$ cat src/rtl/burst_seq_pkg.sv
package burst_seq_pkg;

  localparam int unsigned KW = 4;

  typedef enum logic {
    ORD_SEQ = 1'b0,
    ORD_ILV = 1'b1
  } ord_e;

  typedef struct packed {
    logic [KW-1:0] k;          // log2 of burst length (COL_W for full page)
    ord_e          ord;
    logic          full;
    logic          single_wr;
  } burst_cfg_t;

endpackage

$ cat src/rtl/bseq_mode_reg.sv
module bseq_mode_reg
  import burst_seq_pkg::*;
#(
  parameter int unsigned MODE_W = 12,
  parameter int unsigned COL_W  = 8
) (
  input  logic              clk,
  input  logic              rst_n,
  input  logic              load,
  input  logic [MODE_W-1:0] word,
  output burst_cfg_t        cfg
);

  localparam logic [KW-1:0] K_FULL = KW'(COL_W);

  burst_cfg_t cfg_d;
  burst_cfg_t cfg_q;

  logic unused_bits;
  assign unused_bits = ^{word[8:4], word[MODE_W-1:10]};

  always_comb begin
    cfg_d           = '0;
    cfg_d.single_wr = word[9];
    case (word[2:0])
      3'd0:    cfg_d.k = KW'(0);
      3'd1:    cfg_d.k = KW'(1);
      3'd2:    cfg_d.k = KW'(2);
      3'd3:    cfg_d.k = KW'(3);
      3'd7: begin
        cfg_d.k    = K_FULL;
        cfg_d.full = 1'b1;
      end
      default: cfg_d.k = KW'(0);
    endcase
    cfg_d.ord = (word[3] && !cfg_d.full) ? ORD_ILV : ORD_SEQ;
  end

  always_ff @(posedge clk or negedge rst_n) begin
    if (!rst_n) begin
      cfg_q <= '0;
    end else if (load) begin
      cfg_q <= cfg_d;
    end
  end

  assign cfg = cfg_q;


  full_is_seq_chk: assert property (@(posedge clk) disable iff (!rst_n)
    cfg_q.full |-> (cfg_q.ord == ORD_SEQ && cfg_q.k == K_FULL));


  fixed_len_range_chk: assert property (@(posedge clk) disable iff (!rst_n)
    !cfg_q.full |-> (cfg_q.k <= KW'(3)));


  cfg_hold_chk: assert property (@(posedge clk) disable iff (!rst_n)
    !load |=> $stable(cfg_q));

endmodule

$ cat src/rtl/bseq_beat_ctrl.sv
module bseq_beat_ctrl
  import burst_seq_pkg::*;
#(
  parameter int unsigned COL_W = 8
) (
  input  logic             clk,
  input  logic             rst_n,
  input  logic             start,
  input  logic [COL_W-1:0] start_col,
  input  logic             start_is_write,
  input  logic             stop,
  input  burst_cfg_t       cfg,
  output logic             act,
  output logic [COL_W-1:0] idx,
  output logic [COL_W-1:0] base,
  output logic [KW-1:0]    k,
  output ord_e             ord,
  output logic             last
);

  localparam logic [COL_W-1:0] ONES = {COL_W{1'b1}};

  logic             act_q,  act_d;
  logic [COL_W-1:0] idx_q,  idx_d;
  logic [COL_W-1:0] base_q, base_d;
  logic [KW-1:0]    k_q,    k_d;
  ord_e             ord_q,  ord_d;
  logic             full_q, full_d;
  logic             upd_en;
  logic             one_beat;
  logic [COL_W-1:0] idx_max;

  assign one_beat = cfg.single_wr && start_is_write;
  assign idx_max  = ~(ONES << k_q);
  assign last     = act_q && !full_q && (idx_q == idx_max);
  assign upd_en   = start || act_q;

  always_comb begin
    act_d  = act_q;
    idx_d  = idx_q;
    base_d = base_q;
    k_d    = k_q;
    ord_d  = ord_q;
    full_d = full_q;
    if (start) begin
      act_d  = 1'b1;
      idx_d  = '0;
      base_d = start_col;
      k_d    = one_beat ? KW'(0) : cfg.k;
      ord_d  = one_beat ? ORD_SEQ : cfg.ord;
      full_d = cfg.full && !one_beat;
    end else if (act_q) begin
      if (stop || last) begin
        act_d = 1'b0;
      end else begin
        idx_d = idx_q + COL_W'(1);
      end
    end
  end

  always_ff @(posedge clk or negedge rst_n) begin
    if (!rst_n) begin
      act_q  <= 1'b0;
      idx_q  <= '0;
      base_q <= '0;
      k_q    <= '0;
      ord_q  <= ORD_SEQ;
      full_q <= 1'b0;
    end else if (upd_en) begin
      act_q  <= act_d;
      idx_q  <= idx_d;
      base_q <= base_d;
      k_q    <= k_d;
      ord_q  <= ord_d;
      full_q <= full_d;
    end
  end

  assign act  = act_q;
  assign idx  = idx_q;
  assign base = base_q;
  assign k    = k_q;
  assign ord  = ord_q;


  full_never_last_chk: assert property (@(posedge clk) disable iff (!rst_n)
    (act_q && full_q) |-> !last);


  beat_step_chk: assert property (@(posedge clk) disable iff (!rst_n)
    (act_q && !start && !stop && !last) |=> (idx_q == $past(idx_q) + COL_W'(1)));


  restart_chk: assert property (@(posedge clk) disable iff (!rst_n)
    start |=> (act_q && idx_q == '0 && base_q == $past(start_col)));

endmodule

$ cat src/rtl/bseq_addr_map.sv
module bseq_addr_map
  import burst_seq_pkg::*;
#(
  parameter int unsigned COL_W = 8
) (
  input  logic [COL_W-1:0] base,
  input  logic [COL_W-1:0] idx,
  input  logic [KW-1:0]    k,
  input  ord_e             ord,
  output logic [COL_W-1:0] addr
);

  localparam logic [COL_W-1:0] ONES = {COL_W{1'b1}};

  logic [COL_W-1:0] low_mask;
  logic [COL_W-1:0] low_seq;
  logic [COL_W-1:0] low_ilv;
  logic [COL_W-1:0] low_sel;

  always_comb begin
    low_mask = ~(ONES << k);
    low_seq  = base + idx;
    low_ilv  = base ^ idx;
    low_sel  = (ord == ORD_ILV) ? low_ilv : low_seq;
    addr     = (base & ~low_mask) | (low_sel & low_mask);
  end

endmodule

$ cat src/rtl/burst_col_seq.sv
module burst_col_seq
  import burst_seq_pkg::*;
#(
  parameter int unsigned MODE_W = 12,
  parameter int unsigned COL_W  = 8
) (
  input  logic              clk,
  input  logic              rst_n,
  input  logic              mode_load,
  input  logic [MODE_W-1:0] mode_word,
  input  logic              start,
  input  logic [COL_W-1:0]  start_col,
  input  logic              start_is_write,
  input  logic              stop,
  output logic              col_vld,
  output logic [COL_W-1:0]  col_addr,
  output logic              col_last
);

  burst_cfg_t       cfg;
  logic             act;
  logic [COL_W-1:0] idx;
  logic [COL_W-1:0] base;
  logic [KW-1:0]    k;
  ord_e             ord;
  logic             last;

  bseq_mode_reg #(.MODE_W(MODE_W), .COL_W(COL_W)) u_mode (
    .clk   (clk),
    .rst_n (rst_n),
    .load  (mode_load),
    .word  (mode_word),
    .cfg   (cfg)
  );

  bseq_beat_ctrl #(.COL_W(COL_W)) u_ctrl (
    .clk            (clk),
    .rst_n          (rst_n),
    .start          (start),
    .start_col      (start_col),
    .start_is_write (start_is_write),
    .stop           (stop),
    .cfg            (cfg),
    .act            (act),
    .idx            (idx),
    .base           (base),
    .k              (k),
    .ord            (ord),
    .last           (last)
  );

  bseq_addr_map #(.COL_W(COL_W)) u_map (
    .base (base),
    .idx  (idx),
    .k    (k),
    .ord  (ord),
    .addr (col_addr)
  );

  assign col_vld  = act;
  assign col_last = last;


  last_needs_vld_chk: assert property (@(posedge clk) disable iff (!rst_n)
    col_last |-> col_vld);


  first_beat_chk: assert property (@(posedge clk) disable iff (!rst_n)
    start |=> (col_vld && col_addr == $past(start_col)));


  end_after_last_chk: assert property (@(posedge clk) disable iff (!rst_n)
    (col_last && !start) |=> !col_vld);


  stop_ends_chk: assert property (@(posedge clk) disable iff (!rst_n)
    (col_vld && stop && !start) |=> !col_vld);

endmodule

$ cat config.mk
export PLATFORM = sky130hd
export DESIGN_NAME = burst_col_seq
export DESIGN_NICKNAME = d
export VERILOG_FILES = /design/src/rtl/burst_seq_pkg.sv /design/src/rtl/bseq_mode_reg.sv /design/src/rtl/bseq_beat_ctrl.sv /design/src/rtl/bseq_addr_map.sv /design/src/rtl/burst_col_seq.sv
export SDC_FILE = /design/constraint.sdc
export NUM_CORES = 1
export LEC_CHECK = 0
export BUFFER_PORTS_ARGS = -buffer_cell sky130_fd_sc_hd__buf_2
export CAP_MARGIN = 0
export CORE_UTILIZATION = 41
export DETAILED_ROUTE_END_ITERATION = 6
export PLACE_DENSITY = 0.7
export SYNTH_ARGS = -nofsm -noshare
export SYNTH_HDL_FRONTEND = slang
export SYNTH_SLANG_ARGS = --single-unit
$ cat constraint.sdc
create_clock -name clk -period 2.9 [get_ports clk]
set_clock_uncertainty 0.2 [all_clocks]
set_input_delay 0.58 -clock clk [delete_from_list [all_inputs] [get_ports clk]]
set_output_delay 0.58 -clock clk [all_outputs]
set_load 0.01 [all_outputs]
==> flow_summary.json, run 1 <==
{
  "outcome": "complete, no violations",
  "relSlewSlack_pct": 60.3,
  "timing.final.ws_setup_ns": 0.103,
  "coreArea_sq_um": 3800,
  "gp_congestion": 0.770,
  "worst_pin_slew_ns": 0.596,
  "layout.nets": 247,
  "place_area_sq_um": 1860,
  "arrival_ns": 2.02,
  "clkSinkCount": 26,
  "first_iter_violations": 68,
  "final_cell_count_no_fill": 259,
  "wl_per_cell_um": 13.4,
  "dp_cells": 255,
  "max_freq_mhz": 358,
  "cts_tree": "yes",
  "vdd_drop_max_mv": 0.306,
  "ios": 36,
  "avgSynthCellArea_sq_um": 9.23,
  "antenna_found_initial": 0,
  "synthFlopType": "dfrtp_1",
  "cts_setup_buffers": 0,
  "placement_rows": 22,
  "grt_pass1_wl_um": 5930,
  "startpoint_type": "flip-flop",
  "async_flop_share_pct": 100,
  "final_area_sq_um": 2000,
  "synthCells": 183,
  "io_buffer_count": 28,
  "overflow": 0,
  "period_needed_ns": 2.80,
  "hold_violations": 0,
  "crit_fanout": 3,
  "clock_path_buffers": 2,
  "insertion_delay_ns": 0.27,
  "grt_max_degree": 27,
  "grt_pass1_vias": 1335,
  "max_cap_violations": 0,
  "firstDrtPassIters": 4,
  "syn2layout_area_growth_pct": 18.4,
  "antenna_cells": 0,
  "cts_buffers": 3,
  "setup_viol": 0,
  "synth-edff-count": 0,
  "finalCritPeriodShare_pct": 96.4,
  "synth_cell_types": 39,
  "drt_wl_total_um": 3460,
  "yosysSeqAreaShare_pct": 38.5,
  "die_h_um": 66.2,
  "cp.required_ns": 2.12,
  "drc": 0,
  "drv_slew": 0,
  "drt-vias-per-instance": 5.43,
  "cts-root-buf": "clkbuf_8",
  "drive_above_1_share_pct": 29.4,
  "grt_usage_pct": 18.0,
  "cts_max_level": 1,
  "yosysWarningCount": 0,
  "endpoint_kind": "output port",
  "dieWidth_um": 66.2,
  "synth_area_sq_um": 1690,
  "finalPower_mw": 0.946,
  "hold_class": "input port to asynchronous set/reset pin",
  "vias": 1407,
  "start_util_pct": 44.5,
  "crit_type": "flip-flop to output port",
  "p_leak_nw": 0.868,
  "die-area_sq_um": 4380,
  "path_clk_slew_ns": 0.09,
  "final_antenna_net_count": 0,
  "pre_cts_ws_ns": 0.265,
  "synth_seq_cells": 26,
  "syn_nets": 218,
  "hpwlAfterDp_um": 2500,
  "power_density_nw_per_um2": 473
}
path summary, 6_finish.rpt:
check,startpoint,endpoint,slack (ns),cells past startpoint
max,u_ctrl.idx[0],col_addr[6],0.10,9
min,rst_n,u_ctrl.act,0.1,1
max reg2reg,u_ctrl.idx[1],u_ctrl.idx[7],0.72,7
min reg2reg,u_mode.cfg[3],u_ctrl.k[0],0.29,2
max in group asynchronous,rst_n,u_ctrl.idx[3],1.98,1
min in group clk,u_mode.cfg[3],u_ctrl.k[0],0.29,2
registers in the layout (all words and copies together) (netlist names):
name / cells
u_ctrl.ord: 1
u_ctrl.k: 3
u_ctrl.act: 1
u_ctrl.base: 8
u_ctrl.idx: 8
u_mode.cfg: 5
cells in the mapped netlist (2+ instances only):
master	count	area share (%)
dfrtp_1	26	39
o21ai_0	20	5.9
nor2_1	15	3.3
a21oi_1	13	3.9
inv_1	13	2.9
mux2_2	9	6.0
nand2_1	9	2.0
ha_1	8	5.9
nand3_1	7	2.1
xnor2_1	7	3.6
nand3b_1	5	2.2
nor3_1	5	1.5
buf_6	4	2.7
clkbuf_1	4	0.89
nand4_1	4	1.5
xor2_1	4	2.1
or3_1	3	1.1
a211oi_1	2	0.89
and3_1	2	0.74
nor2b_1	2	0.74
o31ai_1	2	0.89
or4_1	2	0.89
where the power goes:
| group | internal [mW] | switching, mW | leakage (nW) |
|---|---|---|---|
| Clock | 0.185 | 0.119 | 0.0357 |
| Sequential | 0.388 | 0.0320 | 0.331 |
| Combinational | 0.107 | 0.115 | 0.501 |
| Total | 0.680 | 0.266 | 0.868 |
cells in the final DEF (no fill, tap or decap), types with 2 or more instances in the layout:
master,Yosys,final
dfrtp_1,26,25
nor2b_1,2,2
o31ai_1,2,2
clkbuf_8,0,3
a21oi_1,13,11
nand2_1,9,9
xor2_1,4,4
xnor2_1,7,7
and3_1,2,2
o21ai_2,1,2
or3_1,3,3
mux2_2,9,9
buf_4,1,5
nand4_1,4,4
nor2_1,15,15
nand3b_1,5,5
a21oi_2,0,2
nand3_1,7,7
o21ai_1,0,2
o21ai_0,20,17
nor3_1,5,5
ha_1,8,4
buf_2,0,28
or4_1,2,2
ha_4,0,4
inv_1,13,13
worst max-delay path, cell delays in order (launching register included):
cell	delay (ns)
dfrtp_1	0.42
ha_4	0.17
inv_1	0.05
fa_2	0.33
nor2b_1	0.17
o21ai_2	0.10
a21oi_2	0.15
nor3_1	0.07
nand3b_1	0.14
buf_2	0.14
cells by family after synthesis:
logic type,count (synthesis),synth area share (%)
flip-flops,26,38.5
adder cells (fa/ha/maj),9,7.11
multiplexers,10,6.59
AO/OA/AOI/OAI,45,15.8
XOR/XNOR,11,5.70
AND/OR/NAND/NOR,60,19.4
buffers and inverters,22,6.89
repair_timing:
| item | CTS | global route |
|---|---|---|
| pin swaps | 1 | 1 |
| setup endpoints to repair | 3 | 4 |
| gates resized for setup | 2 | 12 |
| hold buffers | 0 | 0 |
| cloned | 0 | 0 |
through the flow:
stage               hold slack, ns  TNS, ns  util, %
floorplan                   0.0844        0        -
global placement             0.280        0     48.9
detailed placement           0.288        0     48.9
CTS                          0.118  -0.0235     50.9
global route                 0.146  -0.0325     52.7
finish                      0.0974        0     52.7
per-layer routing:
metal | wire length [um] | GRT usage (%) | vias up
li1 | - | - | 702
met1 | 1700 | 23.4 | 674
met2 | 1620 | 30.0 | 27
met3 | 111 | 3.79 | 4
met4 | 34 | 5.05 | 0
met5 | 0 | 0 | -
cell type report:
type,count,area [sq um]
inverters,13,48.8
clock buffers,3,41.3
repair buffers,33,178
multi-input cells,135,991
fillers,359,1800
clock inverters,1,30.0
well taps,48,60.1
flip-flops and latches,26,652
(Power assumes the default switching activity.)
==> run 2: changes to the inputs <==
clock period = 3.2 ns   (was 2.9 ns; I/O delays follow)
==> flow_summary.json, run 2 (same netlist as run 1, synthesis figures left out) <==
{
  "cp-endpoint": "col_addr[6]",
  "vias": 1370,
  "coreArea_sq_um": 3800,
  "endpoint_kind": "output port",
  "finalCritPeriodShare_pct": 95.4,
  "placement_rows": 22,
  "grt_usage_pct": 17.5,
  "max_freq_mhz": 328,
  "hpwlAfterDp_um": 2380,
  "fill_cells": 376,
  "rsz0062_at_grt": "false",
  "drv_slew": 0,
  "cts-root-buf": "clkbuf_8",
  "use_met1_pct": 23.0,
  "hold_class": "input port to asynchronous set/reset pin",
  "worst_pin_slew_ns": 0.608,
  "die-area_sq_um": 4380,
  "power_density_nw_per_um2": 439,
  "final_antenna_net_count": 0,
  "syn2layout_area_growth_pct": 13.9,
  "grt_pass1_vias": 1270,
  "finalPower_mw": 0.845,
  "layout.nets": 245,
  "place_area_sq_um": 1830,
  "grt_max_degree": 27,
  "ios": 36,
  "vdd_drop_max_mv": 0.290,
  "cts_max_level": 1,
  "arrival_ns": 2.21,
  "final_area_sq_um": 1920,
  "crit_type": "flip-flop to output port",
  "overflow": 0,
  "gr-usage-met2_pct": 29.5,
  "hold_violations": 0,
  "drt-vias-per-instance": 5.33,
  "grt_busiest_layer": "met2",
  "period_needed_ns": 3.05,
  "grt_pass1_wl_um": 5800,
  "start_util_pct": 44.5,
  "final_cell_mix": "28 x buf_2, 23 x dfrtp_1, 19 x o21ai_0",
  "rrSetupSlack_ns": 1.10,
  "die_h_um": 66.2,
  "startpoint_type": "flip-flop",
  "drive_above_1_share_pct": 25.8,
  "worstRegToRegCells": 6,
  "gp_congestion": 0.775,
  "insertion_delay_ns": 0.28,
  "r2r_start": "u_ctrl.k[3]",
  "clkSinkCount": 26,
  "drt_wl_total_um": 3360,
  "clock_path_buffers": 2,
  "io_buffer_count": 28,
  "cp.required_ns": 2.36,
  "relSlewSlack_pct": 59.5,
  "p_leak_nw": 0.857,
  "startpoint": "u_ctrl.idx[0]",
  "antenna_found_initial": 0,
  "antenna_cells": 0,
  "wl_per_cell_um": 13.1,
  "outcome": "complete, no violations",
  "drc": 0,
  "crit_fanout": 6,
  "dieWidth_um": 66.2,
  "max_cap_violations": 0,
  "setup_viol": 0,
  "cts_tree": "yes",
  "path_clk_slew_ns": 0.09,
  "cts_buffers": 3,
  "layout_commonest_cell": "buf_2",
  "firstDrtPassIters": 4,
  "grt.met3_usage_pct": 4.14,
  "tns_ns": 0,
  "cts_hold_buf": 0,
  "rr_endpoint": "u_ctrl.idx[7]",
  "first_iter_violations": 75
}
run 2: cell type report:
cell class | instances | area (sq um) | area share [%]
well taps | 48 | 60.1 | 3.12
flip-flops and latches | 26 | 654 | 34.0
multi-input cells | 135 | 926 | 48.1
inverters | 13 | 48.8 | 2.54
clock inverters | 1 | 30.0 | 1.56
repair buffers | 31 | 163 | 8.46
clock buffers | 3 | 41.3 | 2.15
run 2: where the power goes:
group | internal [mW] | switching, mW | leakage [nW]
sequential | 0.352 | 0.0301 | 0.328
combinational | 0.0894 | 0.0974 | 0.493
clock | 0.168 | 0.108 | 0.0357
run 2: through the flow:
stage          utilization, %  setup slack, ns  instances  hold slack (ns)
3_3_place_gp             48.2            0.392        251            0.280
3_5_place_dp             48.2            0.346        251            0.295
5_1_grt                  50.6          0.00432        257            0.204
6_report                 50.6            0.147        257            0.164
4_1_cts                  50.1           0.0193        255            0.176
2_1_floorplan               -            0.665        183            0.144
run 2: metal layers:
layer	wire length (um)	up-vias	share of wire (%)
li1	-	701	-
met4	25	0	0.74
met2	1500	27	45
met1	1710	637	51
met3	125	5	3.7
met5	0	-	0
run 2: worst max-delay path, cell delays in order, from the launching register on:
cell	delay, ns
dfrtp_2	0.43
ha_1	0.22
inv_1	0.07
fa_1	0.38
nor2b_1	0.15
o21ai_1	0.11
a21oi_2	0.21
o211ai_1	0.13
nand3b_1	0.12
buf_2	0.13
run 2: worst min path at each step:
stage                       start              to  slack (ns)  depth (start not counted)
floorplan                   rst_n      u_ctrl.act        0.14                          0
global placement    u_mode.cfg[4]     u_ctrl.k[1]        0.28                          2
detailed placement  u_mode.cfg[4]     u_ctrl.k[1]        0.29                          2
global route                rst_n  u_ctrl.base[7]        0.20                          1
CTS                         rst_n  u_ctrl.base[7]        0.18                          1
finish                      rst_n      u_ctrl.act        0.16                          1
run 2: what timing repair did:
action / in CTS / in global routing
endpoints found under the setup margin: 1 / 4
pin swaps: 1 / 1
buffers inserted: 0 / 2
resized for setup: 1 / 4
